$ cat src/rtl/rtc_pkg.sv
package rtc_pkg;
    localparam int DATA_W   = 32;
    localparam int ADDR_W   = 8;
    localparam int ST_BITS  = 2;
    localparam int ST_ALARM = 0;
    localparam int ST_CDOWN = 1;

    typedef enum logic [ADDR_W-1:0] {
        REG_BUSY   = 8'h04,
        REG_SEC    = 8'h08,
        REG_SHADOW = 8'h0C,
        REG_MSEC   = 8'h10,
        REG_ALARM  = 8'h14,
        REG_CDOWN  = 8'h18,
        REG_STATUS = 8'h1C,
        REG_MASK   = 8'h20
    } reg_addr_e;

    typedef struct packed {
        logic              en;
        logic [ADDR_W-1:0] addr;
        logic [DATA_W-1:0] data;
    } wr_req_t;

    function automatic logic wr_hit(wr_req_t w, reg_addr_e a);
        return w.en && (w.addr == a);
    endfunction
endpackage

$ cat src/rtl/rtc_timebase.sv
module rtc_timebase
    import rtc_pkg::*;
#(
    parameter int TICK_HZ     = 32768,
    parameter int MS_HZ       = 1000,
    parameter int MS_WRAP     = 1000,
    parameter int COPY_PERIOD = 8
) (
    input  logic              clk,
    input  logic              rst,
    input  logic              tick,
    input  logic              load_en,
    input  logic [DATA_W-1:0] load_val,
    output logic              busy,
    output logic [DATA_W-1:0] vis_sec,
    output logic [$clog2(MS_WRAP+1)-1:0] vis_ms,
    output logic              sec_roll,
    output logic [DATA_W-1:0] sec_next
);
    localparam int ACC_W = $clog2(TICK_HZ) + 1;
    localparam int MS_W  = $clog2(MS_WRAP + 1);
    localparam int PH_W  = $clog2(COPY_PERIOD);
    localparam logic [PH_W-1:0] PH_LAST = PH_W'(COPY_PERIOD - 1);

    logic [ACC_W-1:0]  acc_q, acc_sum;
    logic [MS_W-1:0]   ms_q;
    logic [DATA_W-1:0] sec_q;
    logic [PH_W-1:0]   phase_q;
    logic              ms_step;

    always_comb begin
        acc_sum  = acc_q + ACC_W'(MS_HZ);
        ms_step  = tick && (acc_sum >= ACC_W'(TICK_HZ));
        sec_roll = ms_step && (ms_q == MS_W'(MS_WRAP - 1));
        sec_next = sec_q + 1'b1;
        busy     = (phase_q == PH_LAST);
    end

    always_ff @(posedge clk) begin
        if (rst)
            phase_q <= '0;
        else if (tick)
            phase_q <= (phase_q == PH_LAST) ? '0 : phase_q + 1'b1;
    end

    always_ff @(posedge clk) begin
        if (rst) begin
            acc_q   <= '0;
            ms_q    <= '0;
            sec_q   <= '0;
            vis_sec <= '0;
            vis_ms  <= '0;
        end else if (load_en) begin
            acc_q   <= '0;
            ms_q    <= '0;
            sec_q   <= load_val;
            vis_sec <= load_val;
            vis_ms  <= '0;
        end else if (tick) begin
            if (busy) begin
                vis_sec <= sec_q;
                vis_ms  <= ms_q;
            end
            if (ms_step) begin
                acc_q <= acc_sum - ACC_W'(TICK_HZ);
                if (sec_roll) begin
                    ms_q  <= '0;
                    sec_q <= sec_next;
                end else begin
                    ms_q <= ms_q + 1'b1;
                end
            end else begin
                acc_q <= acc_sum;
            end
        end
    end

    // millisecond count never reaches the wrap value
    p_ms_in_range_r2: assert property (@(posedge clk) disable iff (rst)
        ms_q < MS_W'(MS_WRAP));

    // the copy tick exposes the pre-tick seconds value
    p_copy_pre_tick_r3: assert property (@(posedge clk) disable iff (rst)
        (tick && busy && !load_en) |=> (vis_sec == $past(sec_q)));
endmodule

$ cat src/rtl/rtc_alarms.sv
module rtc_alarms
    import rtc_pkg::*;
(
    input  logic               clk,
    input  logic               rst,
    input  wr_req_t            wr,
    input  logic               sec_roll,
    input  logic [DATA_W-1:0]  sec_next,
    output logic [DATA_W-1:0]  alarm_q,
    output logic [DATA_W-1:0]  cdown_q,
    output logic [ST_BITS-1:0] status_q,
    output logic [ST_BITS-1:0] mask_q,
    output logic               irq
);
    logic [DATA_W-1:0]  reload_q;
    logic [ST_BITS-1:0] st_set, st_clr;

    always_comb begin
        st_set = '0;
        st_set[ST_ALARM] = sec_roll && (alarm_q != '0) && (alarm_q == sec_next);
        st_set[ST_CDOWN] = sec_roll && (reload_q != '0) && (cdown_q == DATA_W'(1));
        st_clr = wr_hit(wr, REG_STATUS) ? wr.data[ST_BITS-1:0] : '0;
        irq    = |(status_q & mask_q);
    end

    always_ff @(posedge clk) begin
        if (rst) begin
            alarm_q  <= '0;
            reload_q <= '0;
            cdown_q  <= '0;
            status_q <= '0;
            mask_q   <= '0;
        end else begin
            status_q <= (status_q & ~st_clr) | st_set;
            if (wr_hit(wr, REG_ALARM))
                alarm_q <= wr.data;
            if (wr_hit(wr, REG_MASK))
                mask_q <= wr.data[ST_BITS-1:0];
            if (wr_hit(wr, REG_CDOWN)) begin
                reload_q <= wr.data;
                cdown_q  <= wr.data;
            end else if (sec_roll && reload_q != '0) begin
                cdown_q <= (cdown_q == DATA_W'(1)) ? reload_q : cdown_q - 1'b1;
            end
        end
    end

    // alarm status holds until a write-one clear
    p_status_sticky_r9: assert property (@(posedge clk) disable iff (rst)
        (status_q[ST_ALARM] && !(wr_hit(wr, REG_STATUS) && wr.data[ST_ALARM]))
        |=> status_q[ST_ALARM]);

    // a zero alarm value never raises the alarm status
    p_alarm_off_r7: assert property (@(posedge clk) disable iff (rst)
        (alarm_q == '0 && !status_q[ST_ALARM]) |=> !status_q[ST_ALARM]);
endmodule

$ cat src/rtl/rtc_shadow_timer.sv
module rtc_shadow_timer
    import rtc_pkg::*;
#(
    parameter int TICK_HZ     = 32768,
    parameter int MS_HZ       = 1000,
    parameter int MS_WRAP     = 1000,
    parameter int COPY_PERIOD = 8
) (
    input  logic              clk,
    input  logic              rst,
    input  logic              tick_32k,
    input  logic              bus_sel,
    input  logic              bus_wr,
    input  logic [ADDR_W-1:0] bus_addr,
    input  logic [DATA_W-1:0] bus_wdata,
    output logic [DATA_W-1:0] bus_rdata,
    output logic              irq
);
    localparam int MS_W = $clog2(MS_WRAP + 1);

    logic               busy, sec_roll, ms_read;
    logic [DATA_W-1:0]  vis_sec, sec_next, shadow_q, alarm_q, cdown_q;
    logic [MS_W-1:0]    vis_ms;
    logic [ST_BITS-1:0] status_q, mask_q;
    wr_req_t            wr;

    always_comb begin
        wr.en   = bus_sel && bus_wr && !busy;
        wr.addr = bus_addr;
        wr.data = bus_wdata;
        ms_read = bus_sel && !bus_wr && (bus_addr == REG_MSEC);
    end

    rtc_timebase #(
        .TICK_HZ(TICK_HZ), .MS_HZ(MS_HZ), .MS_WRAP(MS_WRAP), .COPY_PERIOD(COPY_PERIOD)
    ) i_timebase (
        .clk(clk), .rst(rst), .tick(tick_32k),
        .load_en(wr_hit(wr, REG_SEC)), .load_val(bus_wdata),
        .busy(busy), .vis_sec(vis_sec), .vis_ms(vis_ms),
        .sec_roll(sec_roll), .sec_next(sec_next)
    );

    rtc_alarms i_alarms (
        .clk(clk), .rst(rst), .wr(wr),
        .sec_roll(sec_roll), .sec_next(sec_next),
        .alarm_q(alarm_q), .cdown_q(cdown_q),
        .status_q(status_q), .mask_q(mask_q), .irq(irq)
    );

    always_ff @(posedge clk) begin
        if (rst)
            shadow_q <= '0;
        else if (ms_read)
            shadow_q <= vis_sec;
    end

    always_comb begin
        case (bus_addr)
            REG_BUSY:   bus_rdata = DATA_W'(busy);
            REG_SEC:    bus_rdata = vis_sec;
            REG_SHADOW: bus_rdata = shadow_q;
            REG_MSEC:   bus_rdata = DATA_W'(vis_ms);
            REG_ALARM:  bus_rdata = alarm_q;
            REG_CDOWN:  bus_rdata = cdown_q;
            REG_STATUS: bus_rdata = DATA_W'(status_q);
            REG_MASK:   bus_rdata = DATA_W'(mask_q);
            default:    bus_rdata = '0;
        endcase
    end

    // a millisecond read captures the bus-side seconds
    p_shadow_capture_r4: assert property (@(posedge clk) disable iff (rst)
        ms_read |=> (shadow_q == $past(vis_sec)));

    // alarm value cannot change through a write during busy
    p_busy_write_ignored_r6: assert property (@(posedge clk) disable iff (rst)
        (bus_sel && bus_wr && busy && bus_addr == REG_ALARM) |=> $stable(alarm_q));
endmodule

$ cat config.mk
export PLATFORM = sky130hd
export DESIGN_NAME = rtc_shadow_timer
export DESIGN_NICKNAME = d
export VERILOG_FILES = /design/src/rtl/rtc_pkg.sv /design/src/rtl/rtc_timebase.sv /design/src/rtl/rtc_alarms.sv /design/src/rtl/rtc_shadow_timer.sv
export SDC_FILE = /design/constraint.sdc
export NUM_CORES = 1
export LEC_CHECK = 0
export BUFFER_PORTS_ARGS = -buffer_cell sky130_fd_sc_hd__buf_2
export CELL_PAD_IN_SITES_DETAIL_PLACEMENT = 2
export CELL_PAD_IN_SITES_GLOBAL_PLACEMENT = 2
export CORE_MARGIN = 2
export CORE_UTILIZATION = 28
export CTS_BUF_LIST = sky130_fd_sc_hd__clkbuf_2 sky130_fd_sc_hd__clkbuf_4 sky130_fd_sc_hd__clkbuf_8
export DETAILED_ROUTE_END_ITERATION = 10
export PLACE_DENSITY_LB_ADDON = 0.1
export SLEW_MARGIN = 20
export SYNTH_ARGS = -nofsm -noshare
export SYNTH_HDL_FRONTEND = slang
export SYNTH_SLANG_ARGS = --single-unit
$ cat constraint.sdc
create_clock -name clk -period 2.4 [get_ports clk]
set_clock_uncertainty 0.1 [all_clocks]
set_input_delay 0.24 -clock clk [delete_from_list [all_inputs] [get_ports clk]]
set_output_delay 0.24 -clock clk [all_outputs]
set_load 0.02 [all_outputs]
; Yosys cells after proc, flatten, opt, wreduce, memory -nomap -nowiden
; Index checks and enable logic that the tools add are counted.
[classes]
n_bitwise = 4
div_mod_pow = 0
mul = 0
n_eq_ne = 12
mux = 15
magnitude_cmp = 1
n_reduce_logical = 30
addsub = 6
n_shift = 0
[op_table]
columns = op, n
row1 = 2-to-1 mux 32 bit, 10
row2 = case mux 32 bit (8 select lines), 1
row3 = nonzero test 32 bit, 2
row4 = "adder 32 x 1 -> 32 bit, second input constant", 1
row5 = "equality test 32 x 1 -> 1 bit, second input constant", 1
row6 = equality test 32 bit, 1
row7 = "equality test 8 x 5 -> 1 bit, second input constant", 4
row8 = "subtractor 32 x 1 -> 32 bit, second input constant", 1
row9 = "adder 16 x 10 -> 16 bit, second input constant", 1
row10 = "equality test 8 x 4 -> 1 bit, second input constant", 2
row11 = ">= comparator 16 bit, second input constant", 1
row12 = 2-to-1 mux 16 bit, 1
row13 = "subtractor 16 bit, second input constant", 1
row14 = logical AND 1 bit, 15
row15 = "adder 10 x 1 -> 10 bit, second input constant", 1
row16 = "equality test 10 bit, second input constant", 1
row17 = 2-to-1 mux 10 bit, 1
row18 = nonzero test 2 bit, 5
row19 = "equality test 8 x 3 -> 1 bit, second input constant", 1
row20 = "equality test 8 x 6 -> 1 bit, second input constant", 1
row21 = AND reduction 2 bit, 3
row22 = AND 2 bit, 2
row23 = OR reduction 2 bit, 2
row24 = "adder 3 x 1 -> 3 bit, second input constant", 1
row25 = other kinds (7), 8
[word_totals]
output_inout_bits = 33
latch_bits = 0
wordCells = 80
register_bits = 235
n_memories = 0
inputBits = 45
mem_bits_rw = 0
rom_bits = 0

; Longest topological paths before layout
[depth]
depth_word = 8
ltp_mapped = 11
depth_no_buf = 9

; Cells and area by module
; Synthesis repeated with hierarchy kept, for this count alone.
[hier_totals]
cells_unflattened = 1708
area_unflattened_um2 = 13198.9
[modules_own_cells]
columns = mod, instances, seq_area_each_um2, cells_per_inst, area_each_um2
row1 = rtc_timebase, 1, 2001.9, 705, 5561.6
row2 = rtc_alarms, 1, 2001.9, 691, 5335.1
row3 = rtc_shadow_timer, 1, 640.6, 312, 2302.2

; Worst setup path before layout
; Ideal clock, no wire load.
[synth_timing]
path_type = reg2reg
start = register i_timebase.sec_q[0]
end = register i_alarms.status_q[0]
path_stages_with_launch = 9
setup_slack_ns = -0.125
setup_ns = 0.069
t_required_ns = 2.231
n_path_buf = 0
period_less_slack_ns = 2.525
arrival_ns = 2.356
cell_sequence = dfxtp_1 > ha_1 > nand3_1 > nor4_2 > and2_1 > mux2_2 > nor4_1 > nand4_1 > o21ai_1
[synth_via]
elab_chain_len = 4
[synth_lines]
columns = item, line_no
row1 = "start, declared", rtc_timebase.sv:27  ; logic [DATA_W-1:0] sec_q;
row2 = "start signal, assigned", rtc_timebase.sv:56  ; sec_q <= load_val;
row3 = "start signal, assigned", rtc_timebase.sv:68  ; sec_q <= sec_next;
row4 = adder 32 x 1 -> 32 bit, rtc_timebase.sv:35  ; sec_next = sec_q + 1'b1;
row5 = equality test 32 bit, rtc_alarms.sv:20  ; st_set[ST_ALARM] = sec_roll && (alarm_q != '0) && (alarm_q == sec_next);
row6 = logical AND 1 bit, rtc_alarms.sv:20
row7 = OR 2 bit, rtc_alarms.sv:34  ; status_q <= (status_q & ~st_clr) | st_set;
row8 = "end signal, assigned", rtc_alarms.sv:34
row9 = "end, declared", rtc_alarms.sv:11  ; output logic [ST_BITS-1:0] status_q,
; No other way between the ends.
; A chain may end at the register's enable or synchronous reset.

; Worst setup path in the final report
[layout_timing]
start = register i_alarms.cdown_q[1]
end = output bus_rdata[1]
[layout_via]
elab_chain_len = 1
[layout_lines]
columns = item, line_no
row1 = "start, declared", rtc_alarms.sv:10  ; output logic [DATA_W-1:0] cdown_q,
row2 = "start signal, assigned", rtc_alarms.sv:41  ; cdown_q <= wr.data;
row3 = "start signal, assigned", rtc_alarms.sv:43  ; cdown_q <= (cdown_q == DATA_W'(1)) ? reload_q : cdown_q - 1'b1;
row4 = case mux 32 bit (8 select lines), rtc_shadow_timer.sv:58  ; case (bus_addr)
row5 = "end, declared", rtc_shadow_timer.sv:16  ; output logic [DATA_W-1:0] bus_rdata,
; No other way between the ends.

==> impl_metrics.ini <==
[clock_tree]
cts_root_buffer = clkbuf_8
ctsHtreeMaxLevel = 2
cts_buffers = 47
tritoncts = built
clk-insertion-delay-late_ns = 0.64
max-clock-path-buffers = 3
clk_transition_reported_paths_ns = 0.06
numClockSinks = 232

[power]
leakagePower_nw = 6.74
cellPowerDensity_nw_per_um2 = 493
max-vdd-ir-drop_mv = 0.642

[grt]
grt.busiest_layer = met2
first_global_vias = 14800
groute.layer.met1.usage_pct = 35.0
grt.met2_usage_pct = 44.3
first_pass_grt_wire_length_mm = 92.4
sum_of_overflow_across_all_layers_after_global_routing = 0
pin_count_of_the_biggest_net_entering_global_routing = 115
groute.usage.overall_pct = 26.0
antenna_found_initial = 0
groute.layer.met3.usage_pct = 3.51

[critical_path]
timing.critical_path.arrival_ns = 2.14
cp_slowest_stage_delay_ns = 0.35
cp-end-kind = output port
cp_max_fo = 2
timing.critical_path.cells = buf_6, mux2_4, a22o_1, a222oi_1, nand2_1, buf_6
critical_path.most_common_cell = buf_6
crit_type = flop to output port
timing.critical_path.required_ns = 2.06
critPathLaunchType = flop
crit_slowest_cell = dfxtp_4

[synthesis]
synth_largest_area_cell = dfxtp_1
ys_ff_latch = 232
synth_top_cells_by_count = nand2_1 (365), dfxtp_1 (232), a21oi_1 (184)
synth-edff-count = 0
synth_area_um2 = 12400
ys_top_cells_by_area = dfxtp_1 (37%), nand2_1 (11%), a21oi_1 (7.4%), xnor2_1 (4.2%), clkbuf_1 (2.8%)
post_synth_inst_count = 1629
ys_dominant_reg_cell = dfxtp_1
asyncSetResetFlopFracSynth_pct = 0
netlist-cell-type-count = 80
synth_most_common_cell = nand2_1
synth-seq-area-share_pct = 37.3
synth_top_cell_area_share_pct = 37.3
synth-warning-count = 0
post_synth.cell_area_avg_um2 = 7.64
synthesized_net_count = 1681

[detailed_routing]
finalWirelength_mm = 62.0
drt_first_pass_iters = 5
route.vias.total = 13800
routed_via_density = 5.37
wl_per_cell_um = 24.2
drt_iter0_drc = 912
route.antenna.remaining_nets = 0
remaining_drc_errors = 0

[timing]
max_slew.worst_pin.slew_ns = 0.733
fmax_mhz = 404
finalMaxSlewViolations = 0
finalSetupViolations = 8
tns_ns = -0.273
period_share_pct = 103
maxSlewHeadroom_pct = 51.0
whs_ns = 0.105
unrepaired_setup_endpoints_after_global_routing = true
timing.final.hold_violations = 0
final.setup.worst_slack_ns = -0.0757
fin_crit_ns = 2.48

[floorplanning]
die_area_um2 = 46100
initial_utilization_pct = 28.3
core_region_area_um2 = 44000
die_height_um = 215
chipWidth_um = 215
rows = 77
design.portCount = 78

[cells_and_area]
post_route_cells_drive_above_1_share_pct = 29.0
layout.cell_area.non_filler_um2 = 18000
area_delta_synth_final_pct = 44.8
fillerInstances = 4906
final_nets = 1997
multiInputGateArea_um2 = 7810
regArea_um2 = 4670
n_antenna_cell = 0
share_of_the_core_filled_with_cells_pct = 40.9

[placement]
dpl_cell_area_um2 = 15200
placement.io_buffers = 77
place.gp.congestion = 0.829
hpwlAfterDp_mm = 43.4
minimum_setup_slack_after_placement_ns = -0.194

[min_path]
min-delay-path-class = input port to flop

[run_status]
failing_checks = negative setup slack
outcome = finished, violations left

[flow_run]
cap_violations = 0
-- power breakdown --
group / leakage [nW] / total, mW / switching [mW] / internal, mW
Combinational: 4.35 / 0.519 / 0.298 / 0.221
Sequential: 1.88 / 3.92 / 0.0315 / 3.88
Clock: 0.511 / 4.45 / 1.90 / 2.55
Total: 6.74 / 8.88 / 2.23 / 6.65
-- worst paths after layout --
path	endpoint	slack, ns	cells past startpoint	startpoint
worst max-delay path	bus_rdata[1]	-0.08	6	i_alarms.cdown_q[1]$_SDFFE_PP0P_
worst min-delay path	i_alarms.reload_q[11]$_SDFFE_PP0P_	0.11	3	rst
worst max register to register	i_alarms.cdown_q[31]$_SDFFE_PP0P_	-0.03	9	i_timebase.ms_q[4]$_SDFFE_PP0P_
worst min register to register	shadow_q[0]$_SDFFE_PP0P_	0.36	2	shadow_q[0]$_SDFFE_PP0P_
-- layer usage --
| layer | vias up | share of wire (%) |
|---|---|---|
| met5 | - | 0 |
| met4 | 0 | 1.8 |
| met3 | 67 | 3.6 |
| met2 | 242 | 48 |
| met1 | 7014 | 46 |
| li1 | 6441 | - |
-- sequential cells by signal (all words and copies together) (netlist names), 10 cells and up --
register	count
i_alarms.alarm_q	32
i_alarms.cdown_q	32
i_alarms.reload_q	32
i_timebase.acc_q	13
i_timebase.ms_q	10
i_timebase.sec_q	32
i_timebase.vis_ms	10
i_timebase.vis_sec	32
shadow_q	32
-- worst max-delay path, delay by kind of cell (launching register included) --
family / cells / cell delay [ns]
muxes: 1 / 0.25
DFF: 1 / 0.35
AOI/OAI and AO/OA: 2 / 0.51
buffers and inverters: 2 / 0.28
and+or+nand+nor: 1 / 0.13
-- kinds of logic after synthesis --
| kind of cell | share of synthesized area [%] |
|---|---|
| buffers and inverters | 5.16 |
| DFF | 37.3 |
| xor gates and xnor gates | 6.26 |
| AOI/OAI and AO/OA | 22.5 |
| muxes | 1.36 |
| adders and majority gates | 0.704 |
| and+or+nand+nor | 26.7 |
-- what timing repair did --
item / CTS / global route
hold buffers: 33 / 0
cloned: 7 / 4
setup buffers: 14 / 24
resized for setup: 92 / 143
endpoints found under the hold margin: 156 / 0
pin swaps: 23 / 62
endpoints found under the setup margin: 76 / 72
-- area by class of cell --
class                   count  share of cell area, %
flip-flops and latches    232                   25.9
clock inverters             4                  0.424
multi-input cells        1246                   43.4
clock buffers              73                   4.95
inverters                  14                  0.306
repair buffers            404                   20.9
well taps                 592                   4.11
-- per-stage QoR --
stage | cells | total power, mW
after floorplan | 1629 | 4.18
after global placement | 2410 | 4.42
after detailed placement | 2410 | 4.43
after CTS | 2540 | 8.98
after global routing | 2565 | 9.21
final | 2565 | 8.88
-- placed cells by master (no fill, tap or decap), drive strengths merged, types with 10 or more instances in the layout --
cell type	instances
nand2	365
xnor2	60
a22oi	10
nor2	94
buf	366
nor4	50
inv	15
o211ai	15
dfxtp	232
a221o	22
and3	14
nand4	31
clkbuf	78
o21ai	39
nor3	35
o21bai	31
and2	13
dlygate4sd3	33
a22o	28
nand3	39
a31oi	39
xor2	28
a21oi	184
(Power assumes the default switching activity.)
